File: config.mk
export PLATFORM = sky130hd
export DESIGN_NAME = clrmem_top
export DESIGN_NICKNAME = d
export VERILOG_FILES = /design/src/rtl/clrmem_pkg.sv /design/src/rtl/clrmem_store.sv /design/src/rtl/clrmem_probe.sv /design/src/rtl/clrmem_fill.sv /design/src/rtl/clrmem_top.sv
export SDC_FILE = /design/constraint.sdc
export NUM_CORES = 2
export LEC_CHECK = 0
export BUFFER_PORTS_ARGS = -buffer_cell sky130_fd_sc_hd__buf_2
export CAP_MARGIN = 20
export CORE_MARGIN = 3
export CORE_UTILIZATION = 63
export CTS_BUF_LIST = sky130_fd_sc_hd__clkbuf_4 sky130_fd_sc_hd__clkbuf_8 sky130_fd_sc_hd__clkbuf_16
export DETAILED_ROUTE_END_ITERATION = 10
export PLACE_DENSITY = 0.79
export SLEW_MARGIN = 40
export SYNTH_ARGS = -nofsm -noshare
export SYNTH_HDL_FRONTEND = slang
export SYNTH_SLANG_ARGS = --single-unit
export TNS_END_PERCENT = 30
File: constraint.sdc
create_clock -name clk -period 5.55 [get_ports clk]
set_input_delay 0.2775 -clock clk [delete_from_list [all_inputs] [get_ports clk]]
set_output_delay 0.2775 -clock clk [all_outputs]
set_load 0.02 [all_outputs]
File: src/rtl/clrmem_pkg.sv
package clrmem_pkg;
   // Width of a counter that must hold every value from 0 to n inclusive.
   function automatic int cnt_w(input int n);
      return $clog2(n + 1);
   endfunction

   // Width of an index that must name n distinct entries (at least 1 bit).
   function automatic int idx_w(input int n);
      return (n < 2) ? 1 : $clog2(n);
   endfunction
endpackage

File: src/rtl/clrmem_store.sv
// Unreset storage array: one synchronous write port, NRD combinational read ports.
module clrmem_store #(
   parameter int DEPTH = 64,
   parameter int WIDTH = 16,
   parameter int AW    = 6,
   parameter int NRD   = 1
) (
   input  logic                  clk,
   input  logic                  we,
   input  logic [AW-1:0]         waddr,
   input  logic [WIDTH-1:0]      wdata,
   input  logic [NRD*AW-1:0]     raddr,
   output logic [NRD*WIDTH-1:0]  rdata
);
   localparam bit FULL = (DEPTH == (1 << AW));

   if (DEPTH < 1 || DEPTH > (1 << AW)) begin : g_bad_depth
      $error("clrmem_store: DEPTH does not fit in AW bits");
   end
   if (NRD < 1) begin : g_bad_nrd
      $error("clrmem_store: NRD must be at least 1");
   end

   logic [WIDTH-1:0] mem [DEPTH];

   if (FULL) begin : g_wr_full
      always_ff @(posedge clk) begin
         if (we) mem[waddr] <= wdata;
      end
   end else begin : g_wr_part
      always_ff @(posedge clk) begin
         if (we && ({1'b0, waddr} < (AW+1)'(DEPTH))) mem[waddr] <= wdata;
      end
   end

   for (genvar p = 0; p < NRD; p++) begin : g_rd
      logic [AW-1:0] a;
      assign a = raddr[p*AW +: AW];
      if (FULL) begin : g_full
         assign rdata[p*WIDTH +: WIDTH] = mem[a];
      end else begin : g_part
         assign rdata[p*WIDTH +: WIDTH] =
            ({1'b0, a} < (AW+1)'(DEPTH)) ? mem[a] : '0;
      end
   end
endmodule

File: src/rtl/clrmem_probe.sv
// Membership test of the sparse set: slot below fill and owner names the unit.
module clrmem_probe #(
   parameter int AW = 6,
   parameter int CW = 7
) (
   input  logic [AW-1:0] unit,
   input  logic [AW-1:0] slot,
   input  logic [AW-1:0] owner,
   input  logic [CW-1:0] fill,
   output logic          hit
);
   if (CW < AW) begin : g_bad_w
      $error("clrmem_probe: CW must not be narrower than AW");
   end

   logic in_range;
   assign in_range = (CW'(slot) < fill);
   assign hit      = in_range && (owner == unit);
endmodule

File: src/rtl/clrmem_fill.sv
// Fill counter: a wipe zeroes it before any push of the same cycle.
module clrmem_fill #(
   parameter int N  = 64,
   parameter int CW = 7
) (
   input  logic          clk,
   input  logic          rst_n,
   input  logic          clr,
   input  logic          push,
   output logic [CW-1:0] count,
   output logic [CW-1:0] count_eff
);
   if ((1 << CW) <= N) begin : g_bad_cw
      $error("clrmem_fill: CW too narrow for N");
   end

   assign count_eff = clr ? '0 : count;

   always_ff @(posedge clk or negedge rst_n) begin
      if (!rst_n)    count <= '0;
      else if (push) count <= count_eff + CW'(1);
      else           count <= count_eff;
   end
endmodule

File: src/rtl/clrmem_top.sv
module clrmem_top #(
   parameter  int N  = 64,
   parameter  int W  = 16,
   localparam int AW = clrmem_pkg::idx_w(N),
   localparam int CW = clrmem_pkg::cnt_w(N)
) (
   input  logic          clk,
   input  logic          rst_n,
   input  logic          clr,
   input  logic          wr_en,
   input  logic [AW-1:0] wr_addr,
   input  logic [W-1:0]  wr_data,
   input  logic [AW-1:0] rd_addr,
   output logic [W-1:0]  rd_data,
   output logic          rd_valid,
   output logic [CW-1:0] fill_count
);
   if (N < 2) begin : g_bad_n
      $error("clrmem_top: N must be at least 2");
   end
   if (W < 1) begin : g_bad_w
      $error("clrmem_top: W must be at least 1");
   end

   logic [CW-1:0] count, count_eff;
   logic          push;
   logic [AW-1:0] slot_rd, slot_wr, owner_rd, owner_wr;
   logic [W-1:0]  word_rd;
   logic          hit_rd, hit_wr;

   // Slot array: unit -> position. Port 0 serves the reader, port 1 the writer.
   clrmem_store #(.DEPTH(N), .WIDTH(AW), .AW(AW), .NRD(2)) u_slot (
      .clk   (clk),
      .we    (push),
      .waddr (wr_addr),
      .wdata (count_eff[AW-1:0]),
      .raddr ({wr_addr, rd_addr}),
      .rdata ({slot_wr, slot_rd})
   );

   // Owner array: position -> unit.
   clrmem_store #(.DEPTH(N), .WIDTH(AW), .AW(AW), .NRD(2)) u_owner (
      .clk   (clk),
      .we    (push),
      .waddr (count_eff[AW-1:0]),
      .wdata (wr_addr),
      .raddr ({slot_wr, slot_rd}),
      .rdata ({owner_wr, owner_rd})
   );

   // Data words.
   clrmem_store #(.DEPTH(N), .WIDTH(W), .AW(AW), .NRD(1)) u_data (
      .clk   (clk),
      .we    (wr_en),
      .waddr (wr_addr),
      .wdata (wr_data),
      .raddr (rd_addr),
      .rdata (word_rd)
   );

   // Reader tests against the pre-edge count; writer against the wipe-aware one.
   clrmem_probe #(.AW(AW), .CW(CW)) u_probe_rd (
      .unit (rd_addr), .slot (slot_rd), .owner (owner_rd),
      .fill (count), .hit (hit_rd)
   );
   clrmem_probe #(.AW(AW), .CW(CW)) u_probe_wr (
      .unit (wr_addr), .slot (slot_wr), .owner (owner_wr),
      .fill (count_eff), .hit (hit_wr)
   );

   assign push = wr_en && !hit_wr;

   clrmem_fill #(.N(N), .CW(CW)) u_fill (
      .clk       (clk),
      .rst_n     (rst_n),
      .clr       (clr),
      .push      (push),
      .count     (count),
      .count_eff (count_eff)
   );

   always_ff @(posedge clk or negedge rst_n) begin
      if (!rst_n) begin
         rd_valid <= 1'b0;
         rd_data  <= '0;
      end else begin
         rd_valid <= hit_rd;
         rd_data  <= hit_rd ? word_rd : '0;
      end
   end

   assign fill_count = count;
endmodule

Yosys cells after proc, flatten, opt, wreduce, memory -nomap -nowiden:

Memories as Yosys holds them, arrays and structs flattened.
Cells that the tools add are included.

* reduce and logical (&&, ||, !) cells: 4
* equality and inequality tests: 2
* mux-type cells: 7
* $lt $le $gt $ge: 2
* add/subtract/negate cells: 1

Operators by type and width (count)
* $mux 16: 1
* $lt 6x7->1: 2
* $mux 7: 2
* $eq 6x6->1: 2
* $add 7x1->7 const B: 1
* $mux 1: 4
* $logic_and 1x1->1: 3
* $logic_not 1->1: 1

* output and inout port bits: 24
* flip-flop bits (word level): 24
* memories: 3
* input port bits: 32
* memory bits (writable): 1792
* logic and storage cells: 22

Memory list
* u_data.mem: words 64, width 16, rd ports 1, clocked after Yosys merged registers in 0, wr ports 1, RTL line clrmem_store.sv:24 `logic [WIDTH-1:0] mem [DEPTH];`
* u_owner.mem: words 64, width 6, rd ports 2, clocked after Yosys merged registers in 0, wr ports 1, RTL line clrmem_store.sv:24
* u_slot.mem: words 64, width 6, rd ports 2, clocked after Yosys merged registers in 0, wr ports 1, RTL line clrmem_store.sv:24

Depth between registers and ports, before layout:

An unclocked memory read counts as a cell.

* depth after elaboration: 8
* gate-level depth with buffers: 28
* gate-level depth less buffers: 18

By module:

From an unflattened synthesis, not the netlist that was laid out.

* cell total of the unflattened synthesis: 3840
* area total of the unflattened synthesis: 77347.9 µm²

Modules (own cells, without submodules)
* clrmem_store (u_data): times used 1, sequential area each 30749.5 µm², area an instance 39721.8 µm², cells each 1813
* clrmem_store (u_owner ...): times used 2, sequential area each 11531.1 µm², area an instance 18149.9 µm², cells each 956
* clrmem_top: times used 1, sequential area each 425.4 µm², area an instance 558.0 µm², cells each 35
* clrmem_probe: times used 2, sequential area each 0.0 µm², area an instance 205.2 µm², cells each 25
* clrmem_fill: times used 1, sequential area each 175.2 µm², area an instance 357.8 µm², cells each 30

Worst setup path after synthesis:

OpenSTA, ideal clock, no wires.

* path kind: input to register
* start point: in wr_addr[1]
* end point: mem u_slot.mem[50][0] (netlist name) (enable)
* stages: 24
* data required time: 5.270 ns
* arrival: 4.726 ns
* path slack: 0.544 ns
* library setup time: 0.280 ns
* path through: buf_4 > buf_6 > buf_6 > mux4_2 > a22oi_1 > o21ai_1 > nand4b_4 > nor2_4 > inv_2 > buf_2 > buf_4 > buf_2 > ha_1 > o31a_1 > o21a_1 > o21a_1 > o21a_1 > o21a_1 > o21ai_0 > o2111a_1 > nand3_1 > nor3_2 > clkbuf_1 > nor3_1

* cells in the longest elaborated chain, start to end: 8
* elaborated cells between the ends (all ways): 9
* those cells by class: order compare (1); eq/ne (1); mux (2); reduce/logical (3); memory (2)

RTL lines
* start, declared: RTL line clrmem_top.sv:11 `input logic [AW-1:0] wr_addr,`
* $mem_v2 64x6 (2 in series)
* $eq 6x6->1: RTL line clrmem_probe.sv:18 `assign hit = in_range && (owner == unit);`
* $logic_and 1x1->1: RTL line clrmem_probe.sv:18
* $logic_not 1->1: RTL line clrmem_top.sv:71 `assign push = wr_en && !hit_wr;`
* $logic_and 1x1->1: RTL line clrmem_top.sv:71
* $mux 1: RTL line clrmem_store.sv:28 `if (we) mem[waddr] <= wdata;`
* $mux 1 (not written as such): RTL line clrmem_store.sv:28
* end, declared: RTL line clrmem_store.sv:24

Parallel ways exist; a longest one is shown, timed or not.

Final worst setup path:

* start point: in wr_addr[1]
* end point: mem u_owner.mem[45][1] (netlist name) (enable)

* cells in the longest elaborated chain, start to end: 8
* elaborated cells between the ends (all ways): 9
* those cells by class: order compare (1); eq/ne (1); mux (2); reduce/logical (3); memory (2)

RTL lines (RTL line)
* $mem_v2 64x6 (2 in series)
* $eq 6x6->1: clrmem_probe.sv:18
* $logic_and 1x1->1 *: clrmem_probe.sv:18
* $logic_not 1->1 *: clrmem_top.sv:71
* $logic_and 1x1->1 *: clrmem_top.sv:71
* $mux 1 *: clrmem_store.sv:28
* $mux 1 (not written as such) *: clrmem_store.sv:28
* end, declared: clrmem_store.sv:24

Mark *: on every way between the ends. The rest lies on a longest branch, timed or not.

==> results.yml <==
status:
  outcome: "completed"
sta:
  tns_ns: 0
  worst_pin_slew_ns: 0.964
  slew_headroom: 0.349
  post-route-period-util: 0.988
  slew_violations: 0
  finalHoldViolCount: 0
  min_period_ns: 5.48
  setup_viol_count_final: 0
  skew_ns: 0.0656
  fmax_ghz: 0.182
  post-route-worst-setup-slack_ns: 0.0669
synth:
  synth_area_leader_cell: "edfxtp_1"
  syn-instance-count: 3981
  syn_nets: 4024
  synth-edff-count: 1792
  synthFlopType: "edfxtp_1"
  ys_types: 85
  synth_seq_cells: 1816
  async_flop_share: 0.0132
  synth_top_area_frac: 0.694
  syn_avg_cell_area_sq_um: 19.5
  yosysSeqAreaShare: 0.701
  ys_top_cells_by_area: "edfxtp_1 69%, mux4_2 18%, mux2i_1 2.6%"
  syn_area_sq_um: 77600
  yosys_warnings: 0
worst_setup_path:
  cp_top_family: "buffers and inverters"
  path_cells: "buf_6 -> dlygate4sd3_1 -> buf_4 -> mux4_2 -> a21oi_1 -> o21ai_1 -> nand4b_4 -> nor2_4 -> inv_4 -> buf_12 -> buf_4 -> mux2i_1 -> a32o_1 -> a221o_1 -> a22oi_1 -> nand4b_1 -> o2111a_1 -> nand3_1 -> o31ai_4 -> buf_4 -> buf_4 -> buf_4 -> nor3_2"
  arrival_ns: 5.94
  crit_buf_inv: 9
  critPathMaxFanout: 27
  r2r_cells: 13
  timing_worst_setup_path_type: "input port to flip-flop"
  cp-end-kind: "flip-flop"
  worstPathRequired_ns: 6.01
  crit_slowest_cell: "dlygate4sd3_1"
  slowest_delay_ns: 0.72
  cp_common_cell: "buf_4"
  cp.depth: 23
  start_kind: "input port"
routing:
  via_per_inst: 7.38
  first_pass_iters: 6
  routed_wl_microns: 233000
  drt-initial-drc-count: 7014
  antenna_left: 0
  vias: 45700
  route.detailed.drc: 0
  wl_per_cell_microns: 37.6
clock_network:
  root_buffer: "clkbuf_16"
  numCtsBuffers: 176
  ctsLongestPathBuffers: 3
  h-tree-depth: 4
  path_clk_slew_ns: 0.06
  cts_tree: "done"
  numClockSinks: 1816
  clk_latency_ns: 0.85
layout:
  post-route-util: 0.734
  final_nets: 4464
  mostFrequentLayoutCells: "1792 x edfxtp_1, 604 x mux4_2, 433 x buf_4"
  area_delta_synth_final_pct: 15.5
  drive_gt1_frac: 0.354
  final_common_cell: "edfxtp_1"
  layoutNonFillerInstCount: 6193
placement:
  dp_hpwl_microns: 142000
  place_inst: 5837
  gp_congestion: 0.990
  numPortBuffers: 55
  dp_slack_ns: -0.647
power_and_ir_drop:
  power.leakage_nw: 29.9
  power_density_nw_per_um2: 340
  ir_drop_mv: 0.402
  p_total_mw: 30.5
global_route:
  grt_util_all_layers: 0.373
  overflow: 0
  antenna_found_initial: 13
  grt_max_degree: 98
  grt_pass1_vias: 45700
  grt_pass1_wl_microns: 336000
hold_path:
  holdPathStages: 1
  worstHoldPathType: "input port to flip-flop"
floorplanning:
  core_sq_um: 122000
  rows: 128
  die_h_microns: 357
  fp.dieArea_sq_um: 127000
  start_util: 0.636
  ios: 56
  die_x_microns: 357
job:
  maxCapViolCount: 0
==> cells by family (layout without fill, tap and decap cells) <==
kind of cell	after synthesis	after routing	synth area share
flops	1816	1816	0.701
mux	836	836	0.206
simple gates	698	698	0.0431
buf+inv	314	894	0.0186
compound gates	288	288	0.0271
xor+xnor	18	18	0.00203
fa+ha+maj	11	11	0.00177
other cells	0	7	0
==> power by group <==
part | total (mW) | leakage [nW] | switching (mW) | internal (mW)
Sequential | 15.2 | 17.1 | 0.0381 | 15.1
Clock | 12.3 | 2.91 | 5.37 | 6.89
Combinational | 3.02 | 9.87 | 1.77 | 1.25
==> through the flow <==
step | cell area [sq um] | hold slack (ns)
after detailed placement | 82800 | 0.344
after CTS | 89000 | 0.00426
after global placement | 82500 | 0.331
after global routing | 89600 | 0.0392
final | 89600 | 0.0134
after floorplan | 77600 | -0.0181
==> worst paths after layout <==
| path | startpoint | end | slack [ns] |
|---|---|---|---|
| max | wr_addr[1] | u_owner.mem[45][1] | 0.07 |
| min reg2reg | u_fill.count[6] | u_fill.count[6] | 0.80 |
| min in group asynchronous | rst_n | u_fill.count[2] | 0.45 |
| min | wr_data[5] | u_data.mem[55][5] | 0.01 |
| max reg2reg | u_slot.mem[63][0] | rd_data[5] | 0.07 |
| max in group asynchronous | rst_n | rd_data[14] | 4.39 |
==> state kept, by name, indices dropped and copies added, names as in the netlist <==
name,flops
u_fill.count,7
u_data.mem,1024
rd_valid,1
u_owner.mem,384
rd_data,16
u_slot.mem,384
==> area by class of cell <==
class	instances	area (sq um)
Multi-Input combinational cell	1851	22400
Timing Repair Buffer	546	4660
Fill cell	6790	32400
Sequential cell	1816	54400
Clock inverter	106	1180
Inverter	30	115
Antenna cell	7	17.5
Tap cell	1625	2030
Clock buffer	212	4730
==> metal layers <==
layer / wire length, microns / vias up / track usage / share of wire
met2: 113000 / 3898 / 0.597 / 0.49
met3: 26400 / 783 / 0.0864 / 0.11
li1: - / 17600 / - / -
met1: 78600 / 23500 / 0.493 / 0.34
met4: 14100 / 4 / 0.182 / 0.061
met5: 52 / - / 0 / 0.00022
==> synth_stat cells, types with 7 or more instances <==
cell type and count:
edfxtp_1 1792, o21ai_0 23, buf_2 80, clkbuf_1 119
a211oi_1 8, a32oi_1 22, o22ai_1 40, buf_4 31
nor2b_1 29, o31ai_1 7, buf_1 48, a31oi_1 10
o32ai_1 9, dfrtp_1 24, and2_1 7, a21oi_1 48
nor2_1 118, mux4_2 606, xnor2_1 13, inv_1 26
mux2i_1 200, nand2b_1 17, nand3_1 74, and3_1 38
a311oi_1 21, ha_1 11, o2111ai_1 11, mux2_2 29
nand2_1 232, a221oi_1 12, or3_1 8, nor3_1 127
a22oi_1 28
==> what timing repair did <==
action | CTS | global route
gates cloned | 0 | 2
endpoints found under the setup margin | 369 | 539
buffers inserted | 1 | 7
hold endpoints to repair | 359 | 0
hold buffers | 20 | 0
pin swaps | 1 | 10
resized for setup | 22 | 59
No activity file was read; power rests on OpenSTA's default activity.
